## src/rtl/i2c_cmd_seq.sv

```systemverilog
module i2c_cmd_seq #(
  parameter int DMA_W = 12
) (
  input  logic             clk,
  input  logic             rst_n,
  input  logic             master_en,
  input  logic             cmd_we,
  input  logic [15:0]      cmd_wdata,
  input  logic [7:0]       tx_byte,
  input  logic [7:0]       pool_tx_last,
  input  logic [7:0]       pool_rx_last,
  input  logic [7:0]       pool_rdata,
  output logic [7:0]       pool_idx,
  input  logic [DMA_W-1:0] dma_len,
  input  logic [7:0]       dma_data,
  output logic             dma_pop,
  output logic             op_req,
  output logic [1:0]       op_code,
  output logic [7:0]       op_byte,
  output logic             op_last,
  input  logic             op_done,
  input  logic             op_ack,
  input  logic [7:0]       op_rdata,
  output logic             rx_valid,
  output logic [7:0]       rx_byte,
  input  logic [4:0]       flag_clr,
  output logic [4:0]       flags,
  output logic [3:0]       xfer_state,
  output logic             busy
);
  localparam logic [1:0] OP_START = 2'd0, OP_SEND = 2'd1, OP_RECV = 2'd2, OP_STOP = 2'd3;
  localparam logic [3:0] ST_IDLE = 4'h0, ST_ACT = 4'h8, ST_STA = 4'h9, ST_RSTA = 4'hA,
                         ST_STP = 4'hB, ST_TXD = 4'hC, ST_RXD = 4'hE;

  logic [9:0]       cmd;
  logic [3:0]       st;
  logic [4:0]       flg;
  logic [7:0]       idx;
  logic [DMA_W-1:0] left;
  logic             end_xfer;

  wire tx_pool = cmd[6];
  wire tx_dma  = cmd[8] & ~cmd[6];
  wire rx_pool = cmd[7];
  wire rx_dma  = cmd[9] & ~cmd[7];
  wire rx_want = (cmd[3] | cmd[4]) & ~flg[2];
  wire [7:0] src = tx_pool ? pool_rdata : (tx_dma ? dma_data : tx_byte);
  wire rx_more = rx_pool ? (idx != pool_rx_last) : (rx_dma ? (left > 1) : 1'b0);

  assign busy       = op_req | end_xfer | cmd[0] | cmd[1] | rx_want | cmd[5];
  assign pool_idx   = idx;
  assign flags      = flg;
  assign xfer_state = st;
  assign rx_valid   = op_req & op_done & (op_code == OP_RECV);
  assign rx_byte    = op_rdata;

  wire accept = cmd_we & master_en & ~busy;

  always_ff @(posedge clk) begin
    if (!rst_n) begin
      cmd <= '0; st <= ST_IDLE; flg <= '0; idx <= '0; left <= '0; end_xfer <= 1'b0;
      op_req <= 1'b0; op_code <= OP_START; op_byte <= '0; op_last <= 1'b0; dma_pop <= 1'b0;
    end else begin
      flg     <= flg & ~flag_clr;
      dma_pop <= 1'b0;
      if (accept) begin
        cmd  <= cmd_wdata[9:0];
        idx  <= '0;
        left <= dma_len;
      end else if (op_req) begin
        if (op_done) begin
          op_req <= 1'b0;
          case (op_code)
            OP_START: begin
              cmd[0] <= 1'b0;
              if (op_ack) begin
                flg[0] <= 1'b1;
                st     <= ST_ACT;
                if (tx_pool) begin
                  if (pool_tx_last == 8'd0) cmd[1] <= 1'b0;
                  else idx <= 8'd1;
                end else if (tx_dma) begin
                  if (left == '0) cmd[1] <= 1'b0;
                end else cmd[1] <= 1'b0;
              end else begin
                flg[1] <= 1'b1;
                cmd[1] <= 1'b0; cmd[3] <= 1'b0; cmd[4] <= 1'b0; cmd[5] <= 1'b0;
              end
            end
            OP_SEND: begin
              if (!op_ack) begin
                flg[1]   <= 1'b1;
                cmd[1]   <= 1'b0; cmd[6] <= 1'b0; cmd[8] <= 1'b0;
                idx      <= '0;
                end_xfer <= 1'b1;
              end else if (tx_pool ? (idx == pool_tx_last) : (tx_dma ? (left == '0) : 1'b1)) begin
                flg[0] <= 1'b1;
                cmd[1] <= 1'b0; cmd[6] <= 1'b0; cmd[8] <= 1'b0;
                idx    <= '0;
                st     <= ST_ACT;
              end else if (tx_pool) idx <= idx + 8'd1;
            end
            OP_RECV: begin
              if (rx_pool ? (idx != pool_rx_last) : (rx_dma ? (left != '0) : 1'b0)) begin
                if (rx_pool) idx <= idx + 8'd1;
              end else begin
                flg[2] <= 1'b1;
                cmd[3] <= 1'b0; cmd[4] <= 1'b0; cmd[7] <= 1'b0; cmd[9] <= 1'b0;
                idx    <= '0;
                st     <= ST_ACT;
              end
            end
            default: begin
              if (end_xfer) begin
                end_xfer <= 1'b0;
                st       <= ST_ACT;
              end else begin
                flg[3] <= 1'b1;
                cmd[5] <= 1'b0;
                st     <= ST_IDLE;
              end
            end
          endcase
        end
      end else if (end_xfer) begin
        op_req <= 1'b1; op_code <= OP_STOP; op_last <= 1'b0;
      end else if (cmd[0]) begin
        st      <= st[3] ? ST_RSTA : ST_STA;
        op_req  <= 1'b1; op_code <= OP_START; op_byte <= src; op_last <= 1'b0;
        if (tx_dma) begin
          dma_pop <= 1'b1;
          if (left != '0) left <= left - 1'b1;
        end
      end else if (cmd[1]) begin
        if (tx_dma && left == '0) begin
          flg[0] <= 1'b1;
          cmd[1] <= 1'b0; cmd[8] <= 1'b0;
        end else begin
          st     <= ST_TXD;
          op_req <= 1'b1; op_code <= OP_SEND; op_byte <= src; op_last <= 1'b0;
          if (tx_dma) begin
            dma_pop <= 1'b1;
            left    <= left - 1'b1;
          end
        end
      end else if (rx_want) begin
        if (rx_dma && left == '0) begin
          flg[2] <= 1'b1;
          cmd[3] <= 1'b0; cmd[4] <= 1'b0; cmd[9] <= 1'b0;
        end else begin
          st      <= ST_RXD;
          op_req  <= 1'b1; op_code <= OP_RECV;
          op_last <= cmd[4] & ~rx_more;
          if (rx_dma) left <= left - 1'b1;
        end
      end else if (cmd[5]) begin
        if (!st[3]) begin
          flg[4] <= 1'b1;
          cmd[5] <= 1'b0;
          st     <= ST_IDLE;
        end else begin
          st     <= ST_STP;
          op_req <= 1'b1; op_code <= OP_STOP; op_last <= 1'b0;
        end
      end
    end
  end
endmodule

```

## config.mk

```make
export PLATFORM = sky130hd
export DESIGN_NAME = i2c_cmd_seq
export DESIGN_NICKNAME = d
export VERILOG_FILES = /design/src/rtl/i2c_cmd_seq.sv
export SDC_FILE = /design/constraint.sdc
export NUM_CORES = 1
export LEC_CHECK = 0
export ABC_AREA = 0
export BUFFER_PORTS_ARGS = -buffer_cell sky130_fd_sc_hd__buf_4
export CORE_MARGIN = 2
export CORE_UTILIZATION = 46
export DETAILED_ROUTE_END_ITERATION = 12
export PLACE_DENSITY_LB_ADDON = 0.15
export SYNTH_ARGS = -nofsm -noshare
export SYNTH_HDL_FRONTEND = slang
export SYNTH_SLANG_ARGS = --single-unit
```

## constraint.sdc

```tcl
create_clock -name clk -period 2.2 [get_ports clk]
set_clock_uncertainty 0.05 [all_clocks]
set_input_delay 0.44 -clock clk [delete_from_list [all_inputs] [get_ports clk]]
set_output_delay 0.44 -clock clk [all_outputs]
set_load 0.1 [all_outputs]
```

==> insert_results.sql <==
INSERT INTO impl_metrics (metric_group, metric, value, unit) VALUES
('timing', 'final-max-slew-violation-count', '0', ''),
('synthesis', 'post_synth_and_or_nand_nor_area_fraction', '24.9', '%'),
('synthesis', 'synth-warning-count', '0', ''),
('clocking', 'cts_buffer_depth', '2', ''),
('clocking', 'cts_hold_buffers', '0', ''),
('clocking', 'cts_inserted_buffers', '5', ''),
('drt', 'finalWirelength', '11100', 'um'),
('setup_path', 'required_time_worst_endpoint', '2.39', 'ns'),
('die', 'dieArea', '0.00845', 'mm^2'),
('timing', 'max_freq', '0.467', 'GHz'),
('setup_path', 'critical_path.reg2reg.startpoint', 'left[1]$_SDFFE_PN0P_', ''),
('setup_path', 'crit-reg2reg-capture', 'pool_idx[5]$_SDFFE_PP0P_', ''),
('global_routing', 'grt_pass1_wl', '18000', 'um'),
('drt', 'wl_per_cell', '16.1', 'um'),
('layout', 'area_growth_syn_to_layout', '39.7', '%'),
('die', 'fp.coreArea', '0.00761', 'mm^2'),
('drt', 'drt_iter0_markers', '269', ''),
('layout', 'n_antenna_cell', '0', ''),
('synthesis', 'synth.most_common_cell', 'sky130_fd_sc_hd__dfxtp_1', ''),
('clocking', 'tritoncts', 'yes', ''),
('place', 'placed_area', '0.00466', 'mm^2'),
('synthesis', 'yosys.area_share.adder', '2.46', '%'),
('synthesis', 'synth_area_leader', 'sky130_fd_sc_hd__dfxtp_1', ''),
('setup_path', 'cp-endpoint', 'pool_idx[5]$_SDFFE_PP0P_', ''),
('synthesis', 'synth-seq-area-share', '29.3', '%'),
('drt', 'drcViolationCount', '0', ''),
('die', 'die_y', '91.9', 'um'),
('timing', 'fin_worst_hold_slack', '0.318', 'ns'),
('layout', 'finish.net_count', '677', ''),
('setup_path', 'reg2reg_slack', '0.06', 'ns'),
('synthesis', 'synth-xor-area-share', '5.67', '%'),
('setup_path', 'critPathSlowestCell', 'sky130_fd_sc_hd__dfxtp_2', ''),
('power_and_ir_drop', 'power.ir.vdd_worst', '0.000744', 'V'),
('synthesis', 'synth-compound-area-share', '23.4', '%'),
('clocking', 'reg_clk_slew_reported_paths', '0.09', 'ns'),
('place', 'dp_cells', '670', ''),
('setup_path', 'worst-endpoint-arrival', '2.33', 'ns'),
('synthesis', 'yosysTopAreaCellShare', '29.3', '%'),
('clocking', 'h-tree-depth', '2', ''),
('place', 'gp_congestion', '0.932', ''),
('setup_path', 'timing.critical_path.cells', 'inv_1 -> ha_2 -> nor3b_2 -> buf_4 -> and4b_2 -> o221ai_4 -> nor4_2 -> o221ai_1 -> a21oi_1', ''),
('clocking', 'clkSinkCount', '52', ''),
('global_routing', 'grt_start_max_net_pins', '25', ''),
('synthesis', 'synth_top_family_by_area', 'simple AND/OR/NAND/NOR gates', ''),
('die', 'initial_utilization', '46.7', '%'),
('die', 'placementRows', '32', ''),
('global_routing', 'first_global_vias', '3751', ''),
('outcome', 'status', 'completed', ''),
('layout', 'layout-drive-gt1-share', '38.9', '%'),
('timing', 'rsz0062_at_grt', 'yes', ''),
('power_and_ir_drop', 'total_leakage_power', '1.99', 'nW'),
('place', 'io_buffers', '103', ''),
('setup_path', 'critPathCaptureType', 'flip-flop', ''),
('setup_path', 'critical_path.max_fanout', '8', ''),
('synthesis', 'synth_mux_area_share', '5.63', '%'),
('synthesis', 'yosys_most_used_dff', 'sky130_fd_sc_hd__dfxtp_1', ''),
('synthesis', 'netlist_top_cells_area', 'sky130_fd_sc_hd__dfxtp_1 29%, sky130_fd_sc_hd__mux2i_1 5.6%, sky130_fd_sc_hd__nand2_1 5.1%, sky130_fd_sc_hd__a21oi_1 4.6%, sky130_fd_sc_hd__nor2_1 4.1%', ''),
('power_and_ir_drop', 'power_per_cell_area', '1160', 'mW/mm^2'),
('die', 'ioPinCount', '127', ''),
('drt', 'detailedRoute.firstPassIterationCount', '5', ''),
('drt', 'avgViaCountPerCell', '5.75', ''),
('timing', 'final-setup-viol-count', '0', ''),
('die', 'x_dimension_of_the_die', '91.9', 'um'),
('timing', 'layout_min_cycle_time', '2.14', 'ns'),
('timing', 'final.period_utilization', '97.3', '%'),
('global_routing', 'globalRouteOverflowTotal', '0', ''),
('setup_path', 'critical_path.startpoint', 'left[1]$_SDFFE_PN0P_', ''),
('synthesis', 'synth-async-reset-ratio', '0', '%'),
('synthesis', 'syn_avg_cell_area', '7.85', 'um^2'),
('clocking', 'insertion_delay', '0.31', 'ns'),
('place', 'dp_hpwl', '8310', 'um');
==> sequential cells by signal (all words and copies together), names as in the netlist <==
| register | cells |
|---|---|
| left | 12 |
| cmd | 9 |
| op_byte | 8 |
| pool_idx | 8 |
| flags | 5 |
| xfer_state | 4 |
| op_code | 2 |
| dma_pop | 1 |
| end_xfer | 1 |
| op_last | 1 |
| op_req | 1 |
==> through the flow <==
stage          total power, mW  util [%]  setup slack, ns
2_1_floorplan             3.73         -          -0.0161
3_3_place_gp              4.73      61.3          -0.0434
3_5_place_dp              4.78      61.3           -0.154
4_1_cts                   5.48      63.4         -0.00188
5_1_grt                   6.08      65.3          -0.0710
6_report                  5.77      65.3           0.0597
==> placed cells by master (no fill, tap or decap), drive strengths merged, types with 4 or more instances in the layout <==
cell type / count
mux2i: 20
o211ai: 5
o21ai: 22
a31oi: 9
nand2b: 4
nand3: 14
a311oi: 6
inv: 13
a21oi: 33
nor3: 17
dfxtp: 52
nor2: 40
a211oi: 9
and2: 8
xnor2: 9
o2111ai: 5
nor4: 9
nand4: 8
o221ai: 5
nor2b: 7
or4: 4
clkbuf: 7
nand2: 48
xor2: 14
ha: 7
buf: 164
==> what timing repair did <==
item,4_1_cts,5_1_grt
endpoints found under the hold margin,0,0
setup buffers,2,6
setup endpoints to repair,25,26
resized for setup,11,26
pin swaps,3,9
==> how the worst min path moves through the flow <==
stage / startpoint / endpoint / slack, ns / cells past startpoint
finish: dma_len[1] / left[1]$_SDFFE_PN0P_ / 0.32 / 2
global route: dma_len[1] / left[1]$_SDFFE_PN0P_ / 0.31 / 2
CTS: dma_len[1] / left[1]$_SDFFE_PN0P_ / 0.32 / 2
detailed placement: xfer_state[2]$_SDFFE_PN0P_ / xfer_state[2]$_SDFFE_PN0P_ / 0.41 / 2
global placement: xfer_state[2]$_SDFFE_PN0P_ / xfer_state[2]$_SDFFE_PN0P_ / 0.40 / 2
floorplan: cmd[3]$_SDFFE_PN0P_ / cmd[3]$_SDFFE_PN0P_ / 0.44 / 2
==> final cells by class <==
class                      count  area share (%)
multi-input combinational    347            47.5
timing repair buffer         164            25.3
sequential                    52            21.7
tap                          102            2.57
clock buffer                   7            1.74
inverter                      13           0.982
clock inverter                 1           0.151
==> critical path, delay by kind of cell (launching register included) <==
family / cells / cell delay, ns
and+or+nand+nor: 3 / 0.74
AOI/OAI and AO/OA: 3 / 0.56
DFF: 1 / 0.33
buffers and inverters: 2 / 0.22
adders and majority gates: 1 / 0.17
==> cells by family (layout without fill, tap and decap cells) <==
family,Yosys count,after routing
AND/OR/NAND/NOR,174,174
AO/OA/AOI/OAI,123,123
buffers and inverters,54,185
flip-flops,52,52
XOR/XNOR,23,23
multiplexers,20,20
adder cells (fa/ha/maj),7,7
==> per-layer routing <==
metal / GRT usage (%) / routed length (um) / vias up / part of all wire [%]
li1: - / - / 1909 / -
met1: 36.3 / 4870 / 1821 / 44
met2: 41.9 / 5270 / 186 / 48
met3: 3.70 / 746 / 27 / 6.7
met4: 7.96 / 189 / 0 / 1.7
met5: 0 / 0 / - / 0
==> where the power goes <==
part	internal, mW	total (mW)	switching (mW)
Combinational	1.52	3.85	2.33
Sequential	1.12	1.33	0.212
Clock	0.257	0.584	0.327
Total	2.90	5.77	2.87
Note: power is estimated with default switching activity, not from simulation.
